<file path="config.mk">
export PLATFORM = sky130hd
export DESIGN_NAME = accel_life_ctrl
export DESIGN_NICKNAME = d
export VERILOG_FILES = /design/src/rtl/accel_life_pkg.sv /design/src/rtl/alc_regs.sv /design/src/rtl/alc_poll_timer.sv /design/src/rtl/alc_cfg_sel.sv /design/src/rtl/accel_life_ctrl.sv
export SDC_FILE = /design/constraint.sdc
export NUM_CORES = 1
export LEC_CHECK = 0
export CORE_MARGIN = 5
export CORE_UTILIZATION = 40
export CTS_CLUSTER_DIAMETER = 40
export DETAILED_ROUTE_END_ITERATION = 10
export PLACE_DENSITY = 0.72
export SLEW_MARGIN = 20
export SYNTH_ARGS = -nofsm -noshare
export SYNTH_HDL_FRONTEND = slang
export SYNTH_SLANG_ARGS = --single-unit
export TNS_END_PERCENT = 20
</file>
<file path="constraint.sdc">
create_clock -name clk -period 2.7 [get_ports clk]
set_input_delay 0.54 -clock clk [delete_from_list [all_inputs] [get_ports clk]]
set_output_delay 0.54 -clock clk [all_outputs]
set_load 0.05 [all_outputs]
</file>
<file path="src/rtl/accel_life_pkg.sv">
package accel_life_pkg;
  typedef enum logic [2:0] {
    ST_INIT_Q = 3'd0,
    ST_INIT_W = 3'd1,
    ST_CFG    = 3'd2,
    ST_RUN    = 3'd3,
    ST_STOP   = 3'd4
  } life_state_e;

  localparam logic [1:0] ATK_HIJACK  = 2'd0;
  localparam logic [1:0] ATK_DOS     = 2'd1;
  localparam logic [1:0] ATK_EXTRACT = 2'd2;

  localparam logic [1:0] REL_NONE     = 2'd0;
  localparam logic [1:0] REL_DETECT   = 2'd1;
  localparam logic [1:0] REL_TOLERANT = 2'd2;

  localparam logic [1:0] A_CHOICE = 2'd0;
  localparam logic [1:0] A_POLL   = 2'd1;
  localparam logic [1:0] A_CMD    = 2'd2;
  localparam logic [1:0] A_STATUS = 2'd3;
endpackage

</file>
<file path="src/rtl/alc_regs.sv">
module alc_regs
  import accel_life_pkg::*;
#(
  parameter int KEY_W  = 2,
  parameter int POLL_W = 16,
  parameter int DATA_W = 32
) (
  input  logic              clk,
  input  logic              rst_n,
  input  logic              we,
  input  logic [1:0]        addr,
  input  logic [DATA_W-1:0] wdata,
  input  logic [DATA_W-1:0] status_in,
  output logic [DATA_W-1:0] rdata,
  output logic [KEY_W-1:0]  key_o,
  output logic [1:0]        rel_o,
  output logic              guar_o,
  output logic [POLL_W-1:0] interval_o,
  output logic              go_o,
  output logic              run_o,
  output logic              stop_o,
  output logic              release_o
);
  logic wr_choice, wr_poll, wr_cmd;
  logic unused_wbits;

  assign wr_choice    = we && (addr == A_CHOICE);
  assign wr_poll      = we && (addr == A_POLL);
  assign wr_cmd       = we && (addr == A_CMD);
  assign unused_wbits = ^wdata;

  always_ff @(posedge clk or negedge rst_n) begin
    if (!rst_n) begin
      key_o      <= '0;
      rel_o      <= REL_NONE;
      guar_o     <= 1'b0;
      interval_o <= '0;
      go_o       <= 1'b0;
    end else begin
      go_o <= wr_choice;
      if (wr_choice) begin
        key_o  <= wdata[KEY_W-1:0];
        rel_o  <= (wdata[9:8] == 2'b11) ? REL_TOLERANT : wdata[9:8];
        guar_o <= wdata[12];
      end
      if (wr_poll) interval_o <= wdata[POLL_W-1:0];
    end
  end

  assign run_o     = wr_cmd && wdata[0];
  assign stop_o    = wr_cmd && wdata[1];
  assign release_o = wr_cmd && wdata[2];

  always_comb begin
    rdata = '0;
    unique case (addr)
      A_CHOICE: begin
        rdata[KEY_W-1:0] = key_o;
        rdata[9:8]       = rel_o;
        rdata[12]        = guar_o;
      end
      A_POLL:   rdata[POLL_W-1:0] = interval_o;
      A_CMD:    rdata = '0;
      default:  rdata = status_in;
    endcase
  end

  p_rel_legal_r11: assert property (@(posedge clk) disable iff (!rst_n)
    rel_o != 2'b11);
endmodule

</file>
<file path="src/rtl/alc_poll_timer.sv">
module alc_poll_timer #(
  parameter int POLL_W = 16
) (
  input  logic              clk,
  input  logic              rst_n,
  input  logic              en,
  input  logic [POLL_W-1:0] interval,
  output logic              tick
);
  localparam logic [POLL_W-1:0] ONE = POLL_W'(1);
  logic [POLL_W-1:0] cnt_q;

  assign tick = en && (interval != '0) && (cnt_q == interval - ONE);

  always_ff @(posedge clk or negedge rst_n) begin
    if (!rst_n)          cnt_q <= '0;
    else if (!en || tick) cnt_q <= '0;
    else                 cnt_q <= cnt_q + ONE;
  end

  p_cnt_clear_r4: assert property (@(posedge clk) disable iff (!rst_n)
    !en |=> (cnt_q == '0));
endmodule

</file>
<file path="src/rtl/alc_cfg_sel.sv">
module alc_cfg_sel
  import accel_life_pkg::*;
#(
  parameter  int KEY_W = 2,
  localparam int CFG_W = KEY_W + 3
) (
  input  logic [KEY_W-1:0] key,
  input  logic [1:0]       rel,
  input  logic             guar,
  input  logic             eco_need,
  input  logic             batt_low,
  input  logic             chan_low,
  input  logic [1:0]       atk,
  input  logic [CFG_W-1:0] sec_cfg,
  output logic [CFG_W-1:0] perf_idx,
  output logic [CFG_W-1:0] sec_idx,
  output logic [3:0]       perm
);
  assign perf_idx = {rel, key, (!guar && eco_need)};
  assign sec_idx  = (atk == ATK_DOS) ? {REL_TOLERANT, sec_cfg[KEY_W:0]} : sec_cfg;
  assign perm     = {!batt_low, !batt_low, 1'b1, !(batt_low || chan_low)};
endmodule

</file>
<file path="src/rtl/accel_life_ctrl.sv">
module accel_life_ctrl
  import accel_life_pkg::*;
#(
  parameter  int KEY_W  = 2,
  parameter  int POLL_W = 16,
  localparam int CFG_W  = KEY_W + 3
) (
  input  logic             clk,
  input  logic             rst_n,
  input  logic             host_we,
  input  logic [1:0]       host_addr,
  input  logic [31:0]      host_wdata,
  output logic [31:0]      host_rdata,
  output logic             mon_req,
  input  logic             mon_ack,
  input  logic             mon_batt_low,
  input  logic             mon_chan_low,
  input  logic             sec_evt,
  input  logic [1:0]       sec_class,
  input  logic [CFG_W-1:0] sec_cfg,
  output logic             rcfg_start,
  output logic [CFG_W-1:0] rcfg_idx,
  input  logic             rcfg_done,
  output logic             io_stall
);
  life_state_e      state_q, state_d;
  logic             launch_q, launch_d;
  logic [CFG_W-1:0] pend_q, pend_d, active_q, active_d;
  logic             stall_q, stall_d, low_q, low_d, pwait_q, pwait_d;
  logic [3:0]       perm_q, perm_d;

  logic [KEY_W-1:0]  key;
  logic [1:0]        rel;
  logic              guar, go, run_cmd, stop_cmd, rel_cmd, tick, eco_now;
  logic [POLL_W-1:0] interval;
  logic [CFG_W-1:0]  perf_idx, sec_idx;
  logic [3:0]        perm_w;
  logic [31:0]       status_w;

  always_comb begin
    status_w              = '0;
    status_w[2:0]         = state_q;
    status_w[8 +: CFG_W]  = active_q;
    status_w[27:24]       = perm_q;
    status_w[31]          = stall_q;
  end

  alc_regs #(.KEY_W(KEY_W), .POLL_W(POLL_W), .DATA_W(32)) u_regs (
    .clk(clk), .rst_n(rst_n), .we(host_we), .addr(host_addr), .wdata(host_wdata),
    .status_in(status_w), .rdata(host_rdata), .key_o(key), .rel_o(rel),
    .guar_o(guar), .interval_o(interval), .go_o(go), .run_o(run_cmd),
    .stop_o(stop_cmd), .release_o(rel_cmd)
  );

  alc_poll_timer #(.POLL_W(POLL_W)) u_timer (
    .clk(clk), .rst_n(rst_n), .en((state_q == ST_RUN) && !pwait_q),
    .interval(interval), .tick(tick)
  );

  assign eco_now = mon_ack ? (mon_batt_low || mon_chan_low) : low_q;

  alc_cfg_sel #(.KEY_W(KEY_W)) u_sel (
    .key(key), .rel(rel), .guar(guar), .eco_need(eco_now),
    .batt_low(mon_batt_low), .chan_low(mon_chan_low), .atk(sec_class),
    .sec_cfg(sec_cfg), .perf_idx(perf_idx), .sec_idx(sec_idx), .perm(perm_w)
  );

  assign mon_req    = (state_q == ST_INIT_Q) || ((state_q == ST_RUN) && pwait_q);
  assign rcfg_start = launch_q;
  assign rcfg_idx   = pend_q;
  assign io_stall   = stall_q;

  always_comb begin
    state_d  = state_q;
    launch_d = 1'b0;
    pend_d   = pend_q;
    active_d = active_q;
    stall_d  = stall_q && !rel_cmd;
    perm_d   = perm_q;
    low_d    = low_q;
    pwait_d  = pwait_q;
    if (mon_req && mon_ack) begin
      perm_d = perm_w;
      low_d  = mon_batt_low || mon_chan_low;
    end
    if (sec_evt) begin
      state_d  = ST_CFG;
      launch_d = 1'b1;
      pend_d   = sec_idx;
      pwait_d  = 1'b0;
      if (sec_class == ATK_EXTRACT) stall_d = 1'b1;
    end else begin
      unique case (state_q)
        ST_INIT_Q: if (mon_ack) state_d = ST_INIT_W;
        ST_INIT_W, ST_STOP: begin
          if (go) begin
            state_d  = ST_CFG;
            launch_d = 1'b1;
            pend_d   = perf_idx;
          end else if (run_cmd && (state_q == ST_STOP)) begin
            state_d = ST_RUN;
          end
        end
        ST_CFG: begin
          if (rcfg_done && !launch_q) begin
            state_d  = ST_RUN;
            active_d = pend_q;
          end
        end
        ST_RUN: begin
          if (stop_cmd) begin
            state_d = ST_STOP;
            pwait_d = 1'b0;
          end else if (pwait_q && mon_ack) begin
            pwait_d = 1'b0;
            if (perf_idx != active_q) begin
              state_d  = ST_CFG;
              launch_d = 1'b1;
              pend_d   = perf_idx;
            end
          end else if (tick) begin
            pwait_d = 1'b1;
          end
        end
        default: state_d = ST_INIT_Q;
      endcase
    end
  end

  always_ff @(posedge clk or negedge rst_n) begin
    if (!rst_n) begin
      state_q  <= ST_INIT_Q;
      launch_q <= 1'b0;
      pend_q   <= '0;
      active_q <= '0;
      stall_q  <= 1'b0;
      perm_q   <= '0;
      low_q    <= 1'b0;
      pwait_q  <= 1'b0;
    end else begin
      state_q  <= state_d;
      launch_q <= launch_d;
      pend_q   <= pend_d;
      active_q <= active_d;
      stall_q  <= stall_d;
      perm_q   <= perm_d;
      low_q    <= low_d;
      pwait_q  <= pwait_d;
    end
  end

  p_start_in_cfg_r3: assert property (@(posedge clk) disable iff (!rst_n)
    rcfg_start |-> (state_q == ST_CFG));
  p_done_to_run_r3: assert property (@(posedge clk) disable iff (!rst_n)
    (state_q == ST_CFG && rcfg_done && !rcfg_start && !sec_evt)
    |=> (state_q == ST_RUN && active_q == $past(pend_q)));
  p_init_ack_r2: assert property (@(posedge clk) disable iff (!rst_n)
    (state_q == ST_INIT_Q && mon_ack && !sec_evt) |=> (state_q == ST_INIT_W && !mon_req));
  p_sec_preempt_r8: assert property (@(posedge clk) disable iff (!rst_n)
    sec_evt |=> (state_q == ST_CFG && rcfg_start));
  p_dos_tolerant_r9: assert property (@(posedge clk) disable iff (!rst_n)
    (sec_evt && sec_class == ATK_DOS) |=> (rcfg_idx[CFG_W-1:CFG_W-2] == REL_TOLERANT));
  p_extract_stall_r10: assert property (@(posedge clk) disable iff (!rst_n)
    (sec_evt && sec_class == ATK_EXTRACT) |=> io_stall);
  p_stop_quiet_r7: assert property (@(posedge clk) disable iff (!rst_n)
    (state_q == ST_STOP && !sec_evt && !go) |=> !rcfg_start);
endmodule

</file>
==> impl_metrics.ini, run 1 <==
[global_route]
grt_max_degree = 47
grt_use_total = 0.171
met3_usage = 0.0269
antenna_found_initial = 0
met1_usage = 0.242
grt_overflow = 0
grt_pass1_vias = 2970
grt_pass1_wl_um = 15300
grtUsageMet2 = 0.263
busiest_layer = met2

[placement]
globalplace.congestion = 0.875
dp_hpwl_um = 7020
dpl.cell_count = 547
io_buffers = 61

[clocking]
clk_pin_slew_worst_paths_ns = 0.07
cts_max_level = 3
worstSkewPairLatency_ns = 0.35
cts-root-buf = clkbuf_8
cts-buffers-inserted = 9
cts_buffer_depth = 2
cts_tree = built
cts.sinks = 58

[power_and_ir_drop]
peakVddDrop_uv = 456
leakage_nw = 2.05
p_per_area_nw_per_um2 = 631

[routing]
first_pass_iters = 4
final_antenna_net_count = 0
wl_per_cell_um = 16.5
avgViaCountPerCell = 5.34
vias = 3009
drt_iter0_drc = 170
drc = 0
routed_wirelength_um = 9270

[die]
row_count = 34
dieArea_um2 = 11100
io-pin-count = 89
die_w_um = 105
initial_core_util = 0.412
die_y_um = 105
core_um2 = 8810

[synthesis]
synth_top_area_cell = dfrtp_1
synthTopCellsByCount = dfrtp_1, mux2_2, xor2_1
synthArstFlopShare = 1.00
synth_area_um2 = 3630
ys_seq_area_frac = 0.400
synth_edf_count = 0
yosys-top-cells-area = dfrtp_1, mux2_2, xor2_1
ys_ff_latch = 58
synth_top_area_frac = 0.400
postSynthAreaPerCell_um2 = 9.63
yosysMostFrequentCell = dfrtp_1
synth_cell_types = 60
synthCells = 377
ys.flop_type = dfrtp_1
ys_warn_count = 0

[worst_setup_path]
rr_worst_depth = 10
crit_required_ns = 2.93
end_kind = flop
worst_setup_path_start_kind = flop
rr_startpoint = u_regs.interval_o[2]
arrival_ns = 2.84
crit_type = flop to flop
regToRegEndpoint = u_timer.cnt_q[10]
crit_path_start = u_regs.interval_o[2]
worst-path-max-fanout = 16
r2r_setup_slack_ns = 0.08

[final_layout]
diodes = 0
final_nets = 502
syn_to_final_growth_pct = 34.8
final_core_util = 0.556
layout.cells.non_filler = 563
drive_gt1_frac = 0.235

[timing]
fin_crit_sh = 0.969
min_period_ns = 2.62
hold_viol = 0
tightestPinTransition_ns = 0.611
max_slew_margin = 0.592
finalSetupViolations = 0
fmax_mhz = 382
finalClockSkew_ns = 0.00678
slew_viol_final = 0

[outcome]
status = completed

[run]
cap_violations = 0

[worst_hold_path]
hp-class = primary input to async pin
## stage by stage
step	setup WS [ns]	hold slack, ns	instance area (um2)	total power [mW]	setup TNS [ns]
detailed placement	0.0723	0.451	4660	2.17	0
CTS	0.0550	0.407	4880	3.10	0
floorplan	0.0613	0.244	3670	1.75	0
finish	0.0843	0.192	4890	3.09	0
global route	-0.0323	0.240	4890	3.23	-0.310
global placement	0.103	0.448	4660	2.14	0
## flip-flops by register name, indices dropped and copies added (netlist names)
register and cells:
active_q 5, io_stall 1, u_regs.rel_o 2, u_regs.guar_o 1, low_q 1, perm_q 3
rcfg_start 1, u_regs.interval_o 16, u_timer.cnt_q 16, u_regs.go_o 1, state_q 3, u_regs.key_o 2
pwait_q 1, rcfg_idx 5
## cell usage in the layout (no fill, tap or decap), drive strengths merged, types with 14 or more instances in the layout
cell            n
buf            50
nor3           20
nand3          14
xor2           23
mux2           30
dfrtp          58
xnor2          15
inv            15
nor2           19
nand2          20
clkdlybuf4s50  38
## final cells by class
| cell class | count | area [um2] |
|---|---|---|
| tap | 108 | 135 |
| multi-input combinational | 279 | 1970 |
| sequential | 58 | 1450 |
| clock buffer | 9 | 124 |
| fill | 766 | 3910 |
| inverter | 13 | 48.8 |
| timing repair buffer | 89 | 1060 |
| clock inverter | 7 | 101 |
## cell families after synthesis
| kind of cell | count (synthesis) | synth area share |
|---|---|---|
| xor+xnor | 38 | 0.0916 |
| flops | 58 | 0.400 |
| fa+ha+maj | 3 | 0.0103 |
| mux | 35 | 0.107 |
| other cells | 1 | 0.00103 |
| buf+inv | 50 | 0.0710 |
| compound gates | 56 | 0.108 |
| simple gates | 136 | 0.212 |
## critical path, cell delays in order, from the launching register on
cell and delay [ns]:
dfrtp_1 0.45, nor4_4 0.37, buf_4 0.23, nand2_1 0.09, o41ai_1 0.29, o211ai_1 0.20, a2111oi_2 0.33, buf_4 0.17
and2_1 0.16, buf_12 0.15, nor3_1 0.06
## metal layers
| metal | wire (um) | vias up |
|---|---|---|
| met1 | 4320 | 1448 |
| met4 | 159 | 0 |
| li1 | - | 1456 |
| met5 | 0 | - |
| met3 | 478 | 12 |
| met2 | 4320 | 93 |
## how the worst max path moves through the flow
stage	to	slack, ns	cells past startpoint
floorplan	u_timer.cnt_q[10]	0.06	12
global placement	rcfg_idx[0]	0.10	7
detailed placement	rcfg_idx[0]	0.07	7
CTS	u_timer.cnt_q[10]	0.06	10
global route	u_timer.cnt_q[10]	-0.03	10
finish	u_timer.cnt_q[10]	0.08	10
## timing repair
| item | in CTS | in global routing |
|---|---|---|
| hold buffers | 0 | 0 |
| buffers inserted | 0 | 0 |
| resized for setup | 1 | 3 |
| setup endpoints to repair | 1 | 16 |
## power breakdown
group | switching [mW] | total [mW] | internal (mW)
clock network | 0.403 | 0.930 | 0.527
registers | 0.144 | 1.13 | 0.988
logic | 0.537 | 1.02 | 0.488
No activity file was read; power rests on OpenSTA's default activity.
==> inputs of run 2 (changes only) <==
--- a/config.mk
+++ b/config.mk
@@ -6,10 +6,10 @@
 export NUM_CORES = 1
 export LEC_CHECK = 0
 export CORE_MARGIN = 5
-export CORE_UTILIZATION = 40
+export CORE_UTILIZATION = 35
 export CTS_CLUSTER_DIAMETER = 40
 export DETAILED_ROUTE_END_ITERATION = 10
-export PLACE_DENSITY = 0.72
+export PLACE_DENSITY = 0.65
 export SLEW_MARGIN = 20
 export SYNTH_ARGS = -nofsm -noshare
 export SYNTH_HDL_FRONTEND = slang
==> run 2 against run 1 <==
Effect of this change:
- sequential cell count did not move
- maximum frequency is 3.0% higher
- die area grew 13%
- register-to-register slack improved by 0.08 ns
- final cell count is 4.8% higher
- non-clock buffer count fell by 1
- clock power decreased by 22%
- critical path type unchanged
- critical endpoint is now u_timer.cnt_q[5]
- highest routed layer unchanged
==> impl_metrics.ini, run 2 (synthesized netlist as in run 1, its figures left out) <==
[clocking]
post_cts_buffers = 0
cts_buffer_depth = 2
cts-buffers-inserted = 9
worstSkewPairLatency_ns = 0.35
cts_max_level = 3
clk_pin_slew_worst_paths_ns = 0.07
cts_tree = built
cts-root-buf = clkbuf_8
cts.sinks = 58

[final_layout]
drive_gt1_frac = 0.240
top_regs = u_regs.interval_o x16, u_timer.cnt_q x16
layout.cells.non_filler = 590
final_nets = 501
diodes = 0
final_core_util = 0.476
n_fill_cell = 983
final_common_cell = dfrtp_1
syn_to_final_growth_pct = 34.1
multiInputGateArea_um2 = 2010
design_area_um2 = 4870
regArea_um2 = 1450
final_cell_mix = dfrtp_1, clkdlybuf4s50_1, mux2_2, buf_4, xor2_1

[die]
row_count = 37
initial_core_util = 0.355
die_y_um = 112
dieArea_um2 = 12500
die_w_um = 112
io-pin-count = 89
core_um2 = 10200

[timing]
fin_ws_ns = 0.160
finalSetupViolations = 0
tns_ns = 0
max_slew_margin = 0.518
hold_viol = 0
slew_viol_final = 0
min_period_ns = 2.54
finalClockSkew_ns = 0.0112
fmax_mhz = 394
tightestPinTransition_ns = 0.724
fin_crit_sh = 0.941
rsz0062_at_grt = no

[routing]
drt_iter0_drc = 116
avgViaCountPerCell = 5.13
drc = 0
vias = 3024
routed.top_layer = met4
routed_wirelength_um = 9520
met2WireLength_um = 4510
final_antenna_net_count = 0
route.met3.wl_um = 467
wl_per_cell_um = 16.1
first_pass_iters = 6
wl_met1_um = 4440

[run]
cap_violations = 0

[placement]
globalplace.congestion = 0.859
dpl.cell_count = 574
dp_hpwl_um = 7360
io_buffers = 61
pre_cts_ws_ns = -0.0500
placed_area_um2 = 4640

[worst_setup_path]
end_kind = flop
arrival_ns = 2.77
crit_buf_inv = 1
worst_setup_path_start_kind = flop
cp_top_family = simple AND/OR/NAND/NOR gates
slowest_stage = or4_1
crit_chain = nor4_4, nand2_2, or4_1, a311o_1, a2111oi_4, and2_4, buf_12, nor3_1
crit_type = flop to flop
worst-path-max-fanout = 16
crit_required_ns = 2.92
critical_path.max_stage_delay_ns = 0.48

[global_route]
antenna_found_initial = 0
grt_overflow = 0
grt_max_degree = 31
grt_pass1_vias = 3073
grt_pass1_wl_um = 16000
grt_use_total = 0.156

[worst_hold_path]
hp-class = primary input to async pin

[power_and_ir_drop]
leakage_nw = 2.01
p_per_area_nw_per_um2 = 594
peakVddDrop_uv = 346

[outcome]
status = completed
run 2: stage by stage:
step	power, mW	hold WS (ns)
3_3_place_gp	2.13	0.446
2_1_floorplan	1.75	0.244
5_1_grt	3.06	0.284
3_5_place_dp	2.15	0.465
6_report	2.89	0.240
4_1_cts	2.89	0.269
run 2: area by class of cell:
| type | count | area share |
|---|---|---|
| multi-input combinational | 279 | 0.414 |
| timing repair buffer | 88 | 0.206 |
| clock buffer | 9 | 0.0254 |
| clock inverter | 7 | 0.0113 |
| inverter | 13 | 0.0100 |
| tap | 136 | 0.0349 |
| sequential | 58 | 0.298 |
run 2: worst paths after layout:
kind	startpoint	depth (start not counted)	to	slack [ns]
worst max register to register	u_regs.interval_o[3]	8	u_timer.cnt_q[5]	0.16
max in group asynchronous	rst_n	2	u_regs.interval_o[1]	1.84
worst min-delay path	rst_n	1	low_q	0.24
min in group clk	perm_q[1]	1	perm_q[1]	0.47
worst min register to register	perm_q[1]	1	perm_q[1]	0.47
worst max-delay path	u_regs.interval_o[3]	8	u_timer.cnt_q[5]	0.16
run 2: timing repair:
action	in CTS	in global routing
hold buffers	0	0
gates resized for setup	3	8
setup endpoints to repair	17	17
pin swaps	0	2
run 2: routing by layer:
layer / vias up / GRT usage
met5: - / 0
met4: 0 / 0.0446
met3: 10 / 0.0326
met2: 81 / 0.243
met1: 1479 / 0.219
li1: 1454 / -
run 2: report_power, final:
group          internal [mW]  total, mW  switching, mW
registers              0.989       1.13          0.145
clock network          0.338      0.723          0.386
logic                  0.477       1.03          0.558
==> inputs of run 3 (changes only) <==
--- a/config.mk
+++ b/config.mk
@@ -5,11 +5,11 @@
 export SDC_FILE = /design/constraint.sdc
 export NUM_CORES = 1
 export LEC_CHECK = 0
-export CORE_MARGIN = 5
-export CORE_UTILIZATION = 35
+export CORE_MARGIN = 10
+export CORE_UTILIZATION = 25
 export CTS_CLUSTER_DIAMETER = 40
 export DETAILED_ROUTE_END_ITERATION = 10
-export PLACE_DENSITY = 0.65
+export PLACE_DENSITY = 0.51
 export SLEW_MARGIN = 20
 export SYNTH_ARGS = -nofsm -noshare
 export SYNTH_HDL_FRONTEND = slang
==> run 3 against run 2 <==
Effect of this change:
- global-route usage down 5.0 points
- utilization shrank 11 points
- first-iteration DRC count is 42% higher
- wire length rose by 10%
- hold slack worse by 0.012 ns
- sequential cell count unchanged
- highest routed layer unchanged
- maximum frequency down 1.1%
- largest power group is now the clock network
- die area increased by 58%
- critical path depth increased by 2
==> impl_metrics.ini, run 3 (synthesized netlist as in run 1, its figures left out) <==
[timing]
fmax_mhz = 389
tightestPinTransition_ns = 0.638
fin_ws_ns = 0.133
min_period_ns = 2.57
slew_viol_final = 0
hold_viol = 0
finalSetupViolations = 0
tns_ns = 0
max_slew_margin = 0.575
finalClockSkew_ns = 0.00939
fin_crit_sh = 0.951
holdWs_ns = 0.227

[final_layout]
final_nets = 510
top_regs = u_regs.interval_o x16, u_timer.cnt_q x16
final_core_util = 0.365
final_cell_mix = dfrtp_1, clkdlybuf4s50_1, buf_4, mux2_2, xor2_1
regArea_um2 = 1450
diodes = 0
syn_to_final_growth_pct = 41.0
drive_gt1_frac = 0.255
n_fill_cell = 1399
multiInputGateArea_um2 = 1980
final_common_cell = dfrtp_1

[power_and_ir_drop]
sw_frac_of_total = 0.333
leakage_nw = 2.12
seq_power_share = 0.327
combPwrFrac = 0.305
peakVddDrop_uv = 296
p_sw_mw = 1.14
clkPwrFrac = 0.368
power.internal_mw = 2.29
p_per_area_nw_per_um2 = 671

[worst_setup_path]
crit_required_ns = 2.91
worst_setup_path_start_kind = flop
r2r_setup_slack_ns = 0.13
rr_worst_depth = 10
worst-path-max-fanout = 16
crit_type = flop to flop
end_kind = flop
rr_startpoint = u_regs.interval_o[3]
regToRegEndpoint = u_timer.cnt_q[3]
arrival_ns = 2.78

[worst_hold_path]
hp-class = primary input to async pin

[routing]
first_pass_iters = 4
final_antenna_net_count = 0
drt_iter0_drc = 165
routed_wirelength_um = 10500
avgViaCountPerCell = 4.75
vias = 3052
wl_per_cell_um = 16.4
drc = 0

[die]
io-pin-count = 89
row_count = 43
initial_core_util = 0.259
dieArea_um2 = 19800
die_w_um = 141
core_um2 = 14000
die_y_um = 141

[clocking]
cts.sinks = 58
cts_max_level = 3
worstSkewPairLatency_ns = 0.34
hold_buffers = 0
cts-buffers-inserted = 9
clk_pin_slew_worst_paths_ns = 0.05
cts-root-buf = clkbuf_16
cts_tree = built
cts_buffer_depth = 2

[placement]
pre_cts_ws_ns = 0.00914
dp_hpwl_um = 8300
io_buffers = 61
globalplace.congestion = 0.868

[global_route]
grt_max_degree = 34
grt_use_total = 0.106
grt_overflow = 0
grt_pass1_vias = 3116
grt_pass1_wl_um = 16900
antenna_found_initial = 0

[run]
cap_violations = 0

[outcome]
status = completed
[run 3: cell count changes in the layout (fill, tap and decap cells not counted), moves of 2 or more]
cell	change
bufinv_16	+2
buf_4	+8
clkbuf_8	-9
clkbuf_16	+9
[run 3: power by group through the flow]
stage	Sequential (mW)	Clock [mW]	Combinational (mW)
global placement	1.13	0	1.03
floorplan	1.15	0	0.608
finish	1.12	1.26	1.05
CTS	1.13	1.29	1.04
detailed placement	1.14	0	1.04
global route	1.14	1.32	1.12
[run 3: worst max-delay path by stage]
stage | startpoint | to | slack [ns] | cells after the start
detailed placement | u_regs.interval_o[0] | u_timer.cnt_q[3] | 0.009 | 9
global route | u_regs.interval_o[3] | u_timer.cnt_q[15] | -0.002 | 10
CTS | u_regs.interval_o[2] | u_timer.cnt_q[3] | 0.02 | 8
floorplan | u_regs.interval_o[0] | u_timer.cnt_q[10] | 0.06 | 12
finish | u_regs.interval_o[3] | u_timer.cnt_q[3] | 0.13 | 10
global placement | u_regs.interval_o[2] | u_timer.cnt_q[15] | 0.04 | 10
[run 3: stage by stage]
step	area (um2)	cells	power, mW
6_report	5120	643	3.44
5_1_grt	5120	643	3.59
4_1_cts	5070	639	3.46
3_5_place_dp	4740	623	2.17
3_3_place_gp	4740	623	2.16
2_1_floorplan	3670	387	1.75
[run 3: timing repair]
action                     in CTS  in global routing
hold endpoints to repair        0                  0
setup buffers                   0                  4
pin swaps                       0                  3
resized for setup               1                  7
cloned                          0                  0
setup endpoints to repair      16                 17
[run 3: per-layer routing]
layer / vias to the layer above / GRT usage / share of wire
li1: 1471 / - / -
met1: 1503 / 0.139 / 0.47
met2: 71 / 0.163 / 0.46
met3: 7 / 0.0274 / 0.055
met4: 0 / 0.0380 / 0.010
met5: - / 0 / 0
[run 3: area by class of cell]
| type | instances | area share |
|---|---|---|
| tap | 180 | 0.0440 |
| clock inverter | 7 | 0.0200 |
| timing repair buffer | 97 | 0.212 |
| sequential | 58 | 0.284 |
| inverter | 13 | 0.00953 |
| clock buffer | 9 | 0.0440 |
| multi-input combinational | 279 | 0.386 |
[run 3: critical path: stages, from the launching register on]
cell and delay [ns]:
dfrtp_2 0.44, nor4_4 0.37, buf_6 0.18, and3_1 0.17, and3b_1 0.15, o311ai_0 0.12
a2111oi_1 0.50, buf_4 0.19, and2_4 0.14, buf_12 0.13, nor3_1 0.06
